===== src/rtl/ser_shift_pkg.sv =====
package ser_shift_pkg;
  localparam int CODE_W_DEF = 20;
  localparam int RAW_W_DEF  = 21;
  localparam int OFFSET_DEF = 4096;
  localparam int N_CH_DEF   = 2;
  localparam int GUARD_DEF  = 1000;
endpackage


===== src/rtl/offset_coder.sv =====
module offset_coder #(
  parameter int RAW_W  = 21,
  parameter int CODE_W = 20,
  parameter int OFFSET = 4096
) (
  input  logic [RAW_W-1:0]  raw_i,
  output logic [CODE_W-1:0] code_o
);
  localparam int SUM_W = RAW_W + 2;
  localparam logic signed [SUM_W-1:0] OFS  = SUM_W'(OFFSET);
  localparam logic signed [SUM_W-1:0] MAXV = SUM_W'((64'd1 << CODE_W) - 64'd1);

  logic signed [SUM_W-1:0] sum;

  always_comb begin
    sum = $signed({{2{raw_i[RAW_W-1]}}, raw_i}) + OFS;
    if (sum < 0)         code_o = '0;
    else if (sum > MAXV) code_o = '1;
    else                 code_o = sum[CODE_W-1:0];
  end
endmodule


===== src/rtl/shift_chain.sv =====
module shift_chain #(
  parameter int LEN = 40
) (
  input  logic           clk_i,
  input  logic           rst_ni,
  input  logic           load_i,
  input  logic [LEN-1:0] load_word_i,
  input  logic           shift_i,
  input  logic           din_i,
  output logic           msb_o
);
  logic [LEN-1:0] sr_q;

  always_ff @(posedge clk_i or negedge rst_ni) begin
    if (!rst_ni)      sr_q <= '0;
    else if (load_i)  sr_q <= load_word_i;
    else if (shift_i) sr_q <= {sr_q[LEN-2:0], din_i};
  end

  assign msb_o = sr_q[LEN-1];

  assert_load_R4: assert property (@(posedge clk_i) disable iff (!rst_ni)
    load_i |=> sr_q == $past(load_word_i));
  assert_shift_in_R7: assert property (@(posedge clk_i) disable iff (!rst_ni)
    (shift_i && !load_i) |=> sr_q[0] == $past(din_i));
  assert_hold_R6: assert property (@(posedge clk_i) disable iff (!rst_ni)
    (!shift_i && !load_i) |=> $stable(sr_q));
endmodule


===== src/rtl/guard_monitor.sv =====
module guard_monitor #(
  parameter int GUARD_CYC = 1000
) (
  input  logic clk_i,
  input  logic rst_ni,
  input  logic dclk_tog_i,
  input  logic conv_tog_i,
  output logic flag_o
);
  localparam int CNT_W = $clog2(GUARD_CYC + 1);
  localparam logic [CNT_W-1:0] SAT = CNT_W'(GUARD_CYC);

  logic [CNT_W-1:0] since_dclk_q, since_conv_q;
  logic             viol;

  // counters saturate at the window size; reset means "no recent event"
  always_ff @(posedge clk_i or negedge rst_ni) begin
    if (!rst_ni) begin
      since_dclk_q <= SAT;
      since_conv_q <= SAT;
    end else begin
      if (dclk_tog_i)               since_dclk_q <= '0;
      else if (since_dclk_q != SAT) since_dclk_q <= since_dclk_q + 1'b1;
      if (conv_tog_i)               since_conv_q <= '0;
      else if (since_conv_q != SAT) since_conv_q <= since_conv_q + 1'b1;
    end
  end

  always_comb begin
    viol = 1'b0;
    if (conv_tog_i && (dclk_tog_i || since_dclk_q < SAT)) viol = 1'b1;
    if (dclk_tog_i && since_conv_q < SAT)                 viol = 1'b1;
  end

  always_ff @(posedge clk_i or negedge rst_ni) begin
    if (!rst_ni) flag_o <= 1'b0;
    else         flag_o <= viol;
  end

  assert_flag_cause_R8: assert property (@(posedge clk_i) disable iff (!rst_ni)
    flag_o |-> ($past(dclk_tog_i) || $past(conv_tog_i)));
endmodule


===== src/rtl/ser_result_shifter.sv =====
module ser_result_shifter
  import ser_shift_pkg::*;
#(
  parameter int RAW_W     = RAW_W_DEF,
  parameter int CODE_W    = CODE_W_DEF,
  parameter int OFFSET    = OFFSET_DEF,
  parameter int N_CH      = N_CH_DEF,
  parameter int GUARD_CYC = GUARD_DEF
) (
  input  logic                  clk_i,
  input  logic                  rst_ni,
  input  logic [N_CH*RAW_W-1:0] raw_i,
  input  logic                  ready_ni,
  input  logic                  xmit_ni,
  input  logic                  dclk_i,
  input  logic                  din_i,
  input  logic                  conv_i,
  output logic                  dout_o,
  output logic                  guard_flag_o
);
  localparam int LEN = N_CH * CODE_W;

  logic           rdy_q, dclk_q, conv_q;
  logic           load, shift, dclk_tog, conv_tog, msb;
  logic [LEN-1:0] load_word;

  always_ff @(posedge clk_i or negedge rst_ni) begin
    if (!rst_ni) begin
      rdy_q  <= 1'b1;
      dclk_q <= 1'b0;
      conv_q <= 1'b0;
    end else begin
      rdy_q  <= ready_ni;
      dclk_q <= dclk_i;
      conv_q <= conv_i;
    end
  end

  assign load     = rdy_q & ~ready_ni;
  assign dclk_tog = dclk_i ^ dclk_q;
  assign conv_tog = conv_i ^ conv_q;
  assign shift    = dclk_i & ~dclk_q & ~xmit_ni;

  // channel 0 occupies the top of the word so it leaves first
  for (genvar c = 0; c < N_CH; c++) begin : g_ch
    offset_coder #(.RAW_W(RAW_W), .CODE_W(CODE_W), .OFFSET(OFFSET)) u_coder (
      .raw_i  (raw_i[c*RAW_W +: RAW_W]),
      .code_o (load_word[LEN-1-c*CODE_W -: CODE_W])
    );
  end

  shift_chain #(.LEN(LEN)) u_chain (
    .clk_i       (clk_i),
    .rst_ni      (rst_ni),
    .load_i      (load),
    .load_word_i (load_word),
    .shift_i     (shift),
    .din_i       (din_i),
    .msb_o       (msb)
  );

  guard_monitor #(.GUARD_CYC(GUARD_CYC)) u_guard (
    .clk_i      (clk_i),
    .rst_ni     (rst_ni),
    .dclk_tog_i (dclk_tog),
    .conv_tog_i (conv_tog),
    .flag_o     (guard_flag_o)
  );

  assign dout_o = ~xmit_ni & msb;

  assert_idle_out_R6: assert property (@(posedge clk_i) disable iff (!rst_ni)
    xmit_ni |-> !dout_o);
endmodule


===== config.mk =====
export PLATFORM = sky130hd
export DESIGN_NAME = ser_result_shifter
export DESIGN_NICKNAME = d
export VERILOG_FILES = /design/src/rtl/ser_shift_pkg.sv /design/src/rtl/offset_coder.sv /design/src/rtl/shift_chain.sv /design/src/rtl/guard_monitor.sv /design/src/rtl/ser_result_shifter.sv
export SDC_FILE = /design/constraint.sdc
export NUM_CORES = 1
export LEC_CHECK = 0
export ABC_AREA = 1
export ABC_CLOCK_PERIOD_IN_PS = 1800
export BUFFER_PORTS_ARGS = -buffer_cell sky130_fd_sc_hd__buf_4
export CORE_MARGIN = 2
export CORE_UTILIZATION = 40
export DETAILED_ROUTE_END_ITERATION = 8
export PLACE_DENSITY = 0.59
export SLEW_MARGIN = 0
export SYNTH_ARGS = -nofsm -noshare
export SYNTH_HDL_FRONTEND = slang
export SYNTH_SLANG_ARGS = --single-unit

===== constraint.sdc =====
create_clock -name clk_i -period 1.8 [get_ports clk_i]
set_input_delay 0.27 -clock clk_i [delete_from_list [all_inputs] [get_ports clk_i]]
set_output_delay 0.27 -clock clk_i [all_outputs]
set_load 0.05 [all_outputs]

; Word level (Yosys, flattened, before mapping)
; Cells that the tools add are included.
[totals]
reg_bits = 64
in_bits = 49
word_cells = 46
output_inout_bits = 2
[op_classes]
bitwise = 9
n_lt_le_gt_ge = 6
mux = 12
reduce_logical = 6
eq_ne = 2
n_addsub = 4
[op_table]
columns = op, count
row1 = 20-bit two-way mux, 4
row2 = 40-bit two-way mux, 2
row3 = "21-bit by 14-bit adder with 22-bit output, second input constant", 2
row4 = "22-bit by 21-bit greater-than comparator with 1-bit output, second input constant", 2
row5 = "22-bit by 1-bit < comparator with 1-bit output, second input constant", 2
row6 = 10-bit two-way mux, 4
row7 = "10-bit by 1-bit adder with 10-bit output, second input constant", 2
row8 = "10-bit < comparator, second input constant", 2
row9 = "10-bit inequality test, second input constant", 2
row10 = 2-bit nonzero test, 3
row11 = 1-bit AND, 4
row12 = 1-bit NOT, 3
row13 = 1-bit logical AND, 2
row14 = 1-bit two-way mux, 2
row15 = 1-bit bitwise XOR, 2
row16 = 1-bit logical OR, 1

; Depth between registers and ports, before layout
; Gate-level depths: netlist (run 1).
[logic_depth]
depth_word = 5
depth_mapped = 11
depth_no_buf = 11

; Cells and area by module
; A second synthesis (run 1) with hierarchy kept.
[unflattened]
hier_cells = 574
hier_area_um2 = 4181.5
[by_module_without_submodules]
columns = mod, instances, area_per_inst_um2, seq_area_each_um2, cells_each
row1 = shift_chain, 1, 1859.3, 1001.0, 220
row2 = guard_monitor, 1, 1211.2, 540.5, 161
row3 = offset_coder, 2, 486.7, 0.0, 88
row4 = ser_result_shifter, 1, 137.6, 76.3, 17

; Worst setup path after synthesis (run 1)
; OpenSTA, ideal clock, no wires.
[synth_path]
kind = reg-to-reg
from = register u_guard.since_conv_q[3]
to = register u_guard.since_conv_q[0]
setup_time_ps = 77
t_required_ps = 1723
slack_ps = 484
n_path_buf = 0
period_less_slack_ps = 1316
path_stages_with_launch = 7
arrival_time_ps = 1238
cell_sequence = dfstp_2 > inv_1 > nor2_1 > nand2_1 > nor3_1 > o21ai_0 > a21oi_1
[synth_between]
elab_chain_cells = 2
[synth_rtl]
columns = item, line_no
row1 = "start, declared", guard_monitor.sv:13  ; logic [CNT_W-1:0] since_dclk_q, since_conv_q;
row2 = "start signal, assigned", guard_monitor.sv:25  ; else if (since_conv_q != SAT) since_conv_q <= since_conv_q + 1'b1;
row3 = 10-bit inequality test, guard_monitor.sv:25
row4 = 2-bit nonzero test (no source line), n/a
; No other way between the ends.
; A chain may end at the register's enable or synchronous reset.

; Final worst setup path (run 1)
[layout_path]
from = register rdy_q
to = register u_chain.sr_q[19]
[layout_between]
elab_chain_cells = 2
word_cells_on_any_way = 3
cone_classes = mux: 1 / bitwise: 1 / reduce/logical: 1
[layout_rtl]
columns = item, line_no
row1 = "start, declared", ser_result_shifter.sv:23  ; logic rdy_q, dclk_q, conv_q;
row2 = "start signal, assigned", ser_result_shifter.sv:33  ; rdy_q <= ready_ni;
row3 = 1-bit AND *, ser_result_shifter.sv:39  ; assign load = rdy_q & ~ready_ni;
row4 = 40-bit two-way mux / 2-bit nonzero test (equally long branches), n/a
row5 = "end signal, assigned", shift_chain.sv:16  ; else if (load_i) sr_q <= load_word_i;
row6 = "end signal, assigned", shift_chain.sv:17  ; else if (shift_i) sr_q <= {sr_q[LEN-2:0], din_i};
row7 = "end, declared", shift_chain.sv:12  ; logic [LEN-1:0] sr_q;
; Mark *: on every way between the ends. The rest lies on a longest branch, timed or not.

==> run summary, run 1 <==
status: completed
layout cell share with drive strength beyond 1: 20.8%
slew margin rel.: 69.6%
total grt overflow: 0
Yosys warnings: 0
Yosys cell types: 29
commonest non-fill, non-tap cell in the layout: nand2_1
Fin. Hold Viols: 0
post-DR wirelength/cell: 12.0 microns
Crit Path Class: reg2reg
area leader, netlist: dfrtp_1
largest net degree at the start of global routing: 39
Power, Total: 3.36 mW
core area: 9200 sq um
sequential element share of the synthesized area: 42.9%
Post-Route WL: 8030 microns
DR iter-0 viols: 157
max-cap violation count: 0
# hold bufs at CTS: 1
RSZ-0062 raised after global routing: false
area grow syn2layout: 16.5%
pwr/cell area: 763 nW/um^2
htree depth: 3
GPL Wtd Cong: 0.785
post-route DRC violation count: 0
Tot GR Track Use: 16.8%
first-pass detailed-route iteration total: 4
most frequent cells in the layout: 126 x nand2_1, 60 x inv_1, 60 x buf_4
CTS max path bufs: 2
vias in the first global route: 3166
Final HPWL DP: 5600 microns
post-synth top area share: 33.8%
Post-synth ARST share: 100%
post-route ant nets: 0
crit path time final: 1.57 ns
Initial Utilization: 41.0%
post-synthesis cell count: 500
synthesized area: 3770 sq um
crit-path max cell delay: 0.52 ns
Final WS setup: 0.229 ns
Syn Nets: 558
Main synth FF type: dfrtp_1
Die Span Y: 101 microns
syn avg cell area: 7.55 sq um
CTS tree: done
Clock Pin Slew Worst Setup and Hold Paths: 0.07 ns
antenna violations before repair: 0
die footprint: 10200 sq um
Setup crit end kind: flip-flop
post_cts resized: 0
first-pass GRT wire length: 14100 microns
Hold WC Path Type: in2reg
worst endpoint data arrival time: 1.83 ns
Fin Setup TNS: 0 ns
pre-CTS WS: 0.167 ns
worst path cell trace: nand2_1 -> a21oi_2 -> buf_4 -> nand2_1 -> a21oi_1
TritonCTS Sinks: 64
Die W: 101 microns
TritonCTS Buffers: 9
Worst VDD drop: 0.429 mV
CP Max Fanout: 20
highest-delay cell along the critical path: dfstp_2
# diodes: 0
fin crit share: 87.3%
Setup Buffers After CTS: 0
worst endpoint required time: 2.06 ns
Area contributors post-synth: dfrtp_1 34%, nand2_1 13%, dfstp_2 9.0%
number of synthesized flops with an enable pin: 0
Worst Max-Slew Pin Slew: 0.454 ns
clock latency on the worst-skew pair: 0.34 ns
count of final setup violators: 0
CP Launch Type: flip-flop
Slew Viols, Final: 0
leakage power: 2.11 nW
root buffer cell: clkbuf_8
IO Count: 51
Nets: 610
fillers: 930
Yosys reg bits: 64
row count: 35
DR vias/cell: 4.93
final core utilization: 47.8%
Max Clock Freq: 0.636 GHz
Worst path most repeated cell: nand2_1
Fin Hold WS: 0.0421 ns
skew final: 0.00839 ns
port bufs: 50
routed vias: 3290
registers in the layout (all words and copies together) (netlist names):
name,cells
u_chain.sr_q,40
u_guard.since_conv_q,10
u_guard.since_dclk_q,10
conv_q,1
dclk_q,1
rdy_q,1
u_guard.flag_o,1
final timing paths:
kind | endpoint | cells after the start | from | slack [ns]
min reg2reg | u_chain.sr_q[18] | 2 | u_chain.sr_q[18] | 0.48
max | u_chain.sr_q[19] | 5 | rdy_q | 0.23
max in group asynchronous | rdy_q | 3 | rst_ni | 0.83
min | rdy_q | 1 | ready_ni | 0.04
min in group asynchronous | u_guard.since_dclk_q[1] | 2 | rst_ni | 0.39
max reg2reg | u_chain.sr_q[19] | 5 | rdy_q | 0.23
synthesized netlist by cell type, types with 4 or more instances:
| cell | count |
|---|---|
| nor2_1 | 56 |
| ha_1 | 9 |
| dfstp_2 | 13 |
| inv_1 | 60 |
| a21oi_2 | 21 |
| nand2_2 | 4 |
| a21oi_1 | 38 |
| dfrtp_1 | 51 |
| nor3_1 | 6 |
| nand2_1 | 126 |
| xnor2_1 | 5 |
| buf_6 | 9 |
| nand4_1 | 5 |
| o21ai_0 | 50 |
| clkbuf_1 | 11 |
| nand3_1 | 15 |
metal layers:
layer	part of all wire, %	global-route usage (%)	routed length, microns
met5	0	0	0
met4	0.88	3.74	71
met3	3.7	4.49	293
met2	47	28.5	3740
met1	49	21.7	3920
through the flow:
step | std cells | cell area [sq um]
after global placement | 651 | 4240
final | 668 | 4400
after detailed placement | 651 | 4240
after floorplan | 500 | 3770
after global routing | 668 | 4400
after CTS | 668 | 4400
power by group:
group / internal, mW / switching, mW
clock: 0.502 / 0.523
sequential: 1.60 / 0.0908
combinational: 0.275 / 0.361
cells by family (layout without fill, tap and decap cells):
| family | after synthesis | after routing | synth area share (%) |
|---|---|---|---|
| AO/OA/AOI/OAI | 117 | 117 | 17.9 |
| XOR/XNOR | 8 | 8 | 1.86 |
| adder cells (fa/ha/maj) | 9 | 9 | 2.98 |
| buffers and inverters | 81 | 138 | 9.88 |
| flip-flops | 64 | 64 | 42.9 |
| AND/OR/NAND/NOR | 221 | 221 | 24.5 |
worst max-delay path, delay by kind of cell (launching register included):
family                 cells  cell delay, ns
AOI/OAI and AO/OA          2            0.35
DFF                        1            0.52
and+or+nand+nor            2            0.36
buffers and inverters      1            0.26
final cells by class:
class                   instances  area, sq um  share of cell area, %
clock buffers                  15          146                   3.33
inverters                      60          225                   5.12
repair buffers                 62          480                   10.9
flip-flops and latches         64         1620                   36.8
multi-input cells             355         1780                   40.6
clock inverters                 1         5.00                  0.114
well taps                     111          139                   3.16
(Power assumes the default switching activity.)
==> run 2, diff against run 1 <==
Settings changed: ABC_CLOCK_PERIOD_IN_PS 1800 to 1700, CORE_MARGIN 2 to 5.
Clock period 1.8 ns to 1.7 ns, I/O delays scaled along.
==> run summary, run 2 (synthesis results as in run 1) <==
status: completed (unchanged)
Clock Pin Slew Worst Setup and Hold Paths: 0.07 ns (about the same)
GPL Wtd Cong: 0.831 (was 0.785)
fin crit share: 88.4% (was 87.3%)
first-pass GRT wire length: 13700 microns (was 14100 microns)
Worst Hold Path EP: dclk_q (was rdy_q)
max-cap violation count: 0 (unchanged)
fillers: 896 (was 930)
post_cts resized: 0 (unchanged)
leakage power: 2.15 nW (was 2.11 nW)
Hold Path Origin: dclk_i (was ready_ni)
skew final: 0.0114 ns (was 0.00839 ns)
post-DR wirelength/cell: 11.6 microns (was 12.0 microns)
layout cell share with drive strength beyond 1: 21.7% (was 20.8%)
Die Span Y: 107 microns (was 101 microns)
TritonCTS Sinks: 64 (unchanged)
DR iter-0 viols: 173 (was 157)
Reg-to-Reg End: u_guard.since_conv_q[0] (was u_chain.sr_q[19])
Crit Path Class: reg2reg (unchanged)
Initial Utilization: 40.9% (was 41.0%)
largest net degree at the start of global routing: 54 (was 39)
Final HPWL DP: 5560 microns (was 5600 microns)
reg-to-reg startpoint: u_guard.since_conv_q[3] (was rdy_q)
hold depth: 1 (unchanged)
count of final setup violators: 0 (unchanged)
TritonCTS Buffers: 9 (unchanged)
Nets: 610 (unchanged)
die footprint: 11500 sq um (was 10200 sq um)
# diodes: 0 (unchanged)
antenna violations before repair: 0 (unchanged)
Setup Buffers After CTS: 0 (unchanged)
final instance area: 4500 sq um (was 4400 sq um)
routed vias: 3222 (was 3290)
post-route ant nets: 0 (unchanged)
post-route DRC violation count: 0 (unchanged)
CTS max path bufs: 2 (unchanged)
crit path time final: 1.50 ns (was 1.57 ns)
Worst VDD drop: 0.536 mV (was 0.429 mV)
CTS tree: done (unchanged)
number of flip-flops in the largest register: 40 (unchanged)
Top reg by flops: u_chain.sr_q (unchanged)
pwr/cell area: 861 nW/um^2 (was 763 nW/um^2)
commonest non-fill, non-tap cell in the layout: nand2_1 (unchanged)
Worst Max-Slew Pin Slew: 0.438 ns (was 0.454 ns)
clock latency on the worst-skew pair: 0.33 ns (was 0.34 ns)
htree depth: 3 (unchanged)
core area: 9240 sq um (was 9200 sq um)
slew margin rel.: 70.6% (was 69.6%)
CP Max Fanout: 5 (was 20)
r2r setup slk: 0.20 ns (was 0.23 ns)
Largest regs: u_chain.sr_q (40), u_guard.since_conv_q (10), u_guard.since_dclk_q (10) (unchanged)
Setup crit end kind: flip-flop (unchanged)
Post-Place Cell Area: 4270 sq um (was 4240 sq um)
vias in the first global route: 3026 (was 3166)
Die W: 107 microns (was 101 microns)
CP Launch Type: flip-flop (unchanged)
Post-Route WL: 7970 microns (was 8030 microns)
RSZ-0062 raised after global routing: false (unchanged)
Fin. Hold Viols: 0 (unchanged)
Hold WC Path Type: in2reg (unchanged)
most frequent cells in the layout: 126 x nand2_1, 60 x inv_1, 59 x buf_4 (was 126 x nand2_1, 60 x inv_1, 60 x buf_4)
first-pass detailed-route iteration total: 4 (unchanged)
root buffer cell: clkbuf_8 (unchanged)
worst endpoint required time: 1.96 ns (was 2.06 ns)
Fin Setup TNS: 0 ns (unchanged)
Tot GR Track Use: 14.5% (was 16.8%)
Max Clock Freq: 0.666 GHz (was 0.636 GHz)
area grow syn2layout: 19.2% (was 16.5%)
DR vias/cell: 4.70 (was 4.93)
Slew Viols, Final: 0 (unchanged)
total grt overflow: 0 (unchanged)
worst endpoint data arrival time: 1.76 ns (was 1.83 ns)
Worst Reg-to-Reg Cells: 6 (was 5)
IO Count: 51 (unchanged)
row count: 35 (unchanged)
port bufs: 50 (unchanged)
-- run 2: what timing repair did --
item	in CTS	in global routing
endpoints found under the setup margin	0	0
hold buffers	1	0
hold endpoints to repair	11	0
-- run 2: how the worst max path moves through the flow --
stage                                 start                      end  slack [ns]
finish              u_guard.since_conv_q[3]  u_guard.since_conv_q[0]        0.20
detailed placement                raw_i[12]         u_chain.sr_q[37]         0.1
global placement                  raw_i[12]         u_chain.sr_q[39]        0.16
CTS                 u_guard.since_conv_q[3]  u_guard.since_conv_q[0]        0.19
global route        u_guard.since_conv_q[3]  u_guard.since_conv_q[0]       0.003
floorplan           u_guard.since_conv_q[3]  u_guard.since_conv_q[0]        0.38
-- run 2: cell type report --
class / instances / area, sq um / share of cell area [%]
Multi-Input combinational cell: 355 / 1780 / 39.7
Sequential cell: 64 / 1620 / 36.0
Timing Repair Buffer: 62 / 493 / 11.0
Inverter: 60 / 225 / 5.01
Clock buffer: 14 / 183 / 4.06
Tap cell: 129 / 161 / 3.59
Clock inverter: 2 / 35.0 / 0.779
-- run 2: layer usage --
| metal | share of wire [%] | up-vias | GRT usage [%] | wire [microns] |
|---|---|---|---|---|
| met5 | 0 | - | 0 | 0 |
| met4 | 1.1 | 0 | 4.38 | 91 |
| met3 | 3.4 | 8 | 3.19 | 271 |
| met2 | 45 | 45 | 22.8 | 3620 |
| met1 | 50 | 1472 | 20.0 | 3990 |
| li1 | - | 1697 | - | - |
-- run 2: through the flow --
step / power [mW] / instances / setup slack [ns] / hold slack (ns) / utilization, %
after CTS: 3.93 / 686 / 0.192 / 0.0167 / 48.7
after floorplan: 2.24 / 500 / 0.384 / -0.0406 / -
final: 3.88 / 686 / 0.198 / 0.0362 / 48.7
after global routing: 4.11 / 686 / 0.00305 / 0.0133 / 48.7
after global placement: 2.48 / 669 / 0.164 / 0.114 / 46.2
after detailed placement: 2.50 / 669 / 0.0979 / 0.113 / 46.2
-- run 2: power by group --
part           switching (mW)  total (mW)  internal [mW]  leakage, nW
combinational           0.381       0.675          0.295         1.28
clock                   0.568        1.41          0.837        0.113
sequential             0.0967        1.79           1.70        0.751
-- run 2: critical path, cell delays in order, from the launching register on --
cell	delay, ns
dfstp_2	0.56
inv_1	0.08
nor2_1	0.09
nand2_1	0.05
nor3_1	0.38
o21ai_0	0.14
a21oi_1	0.12
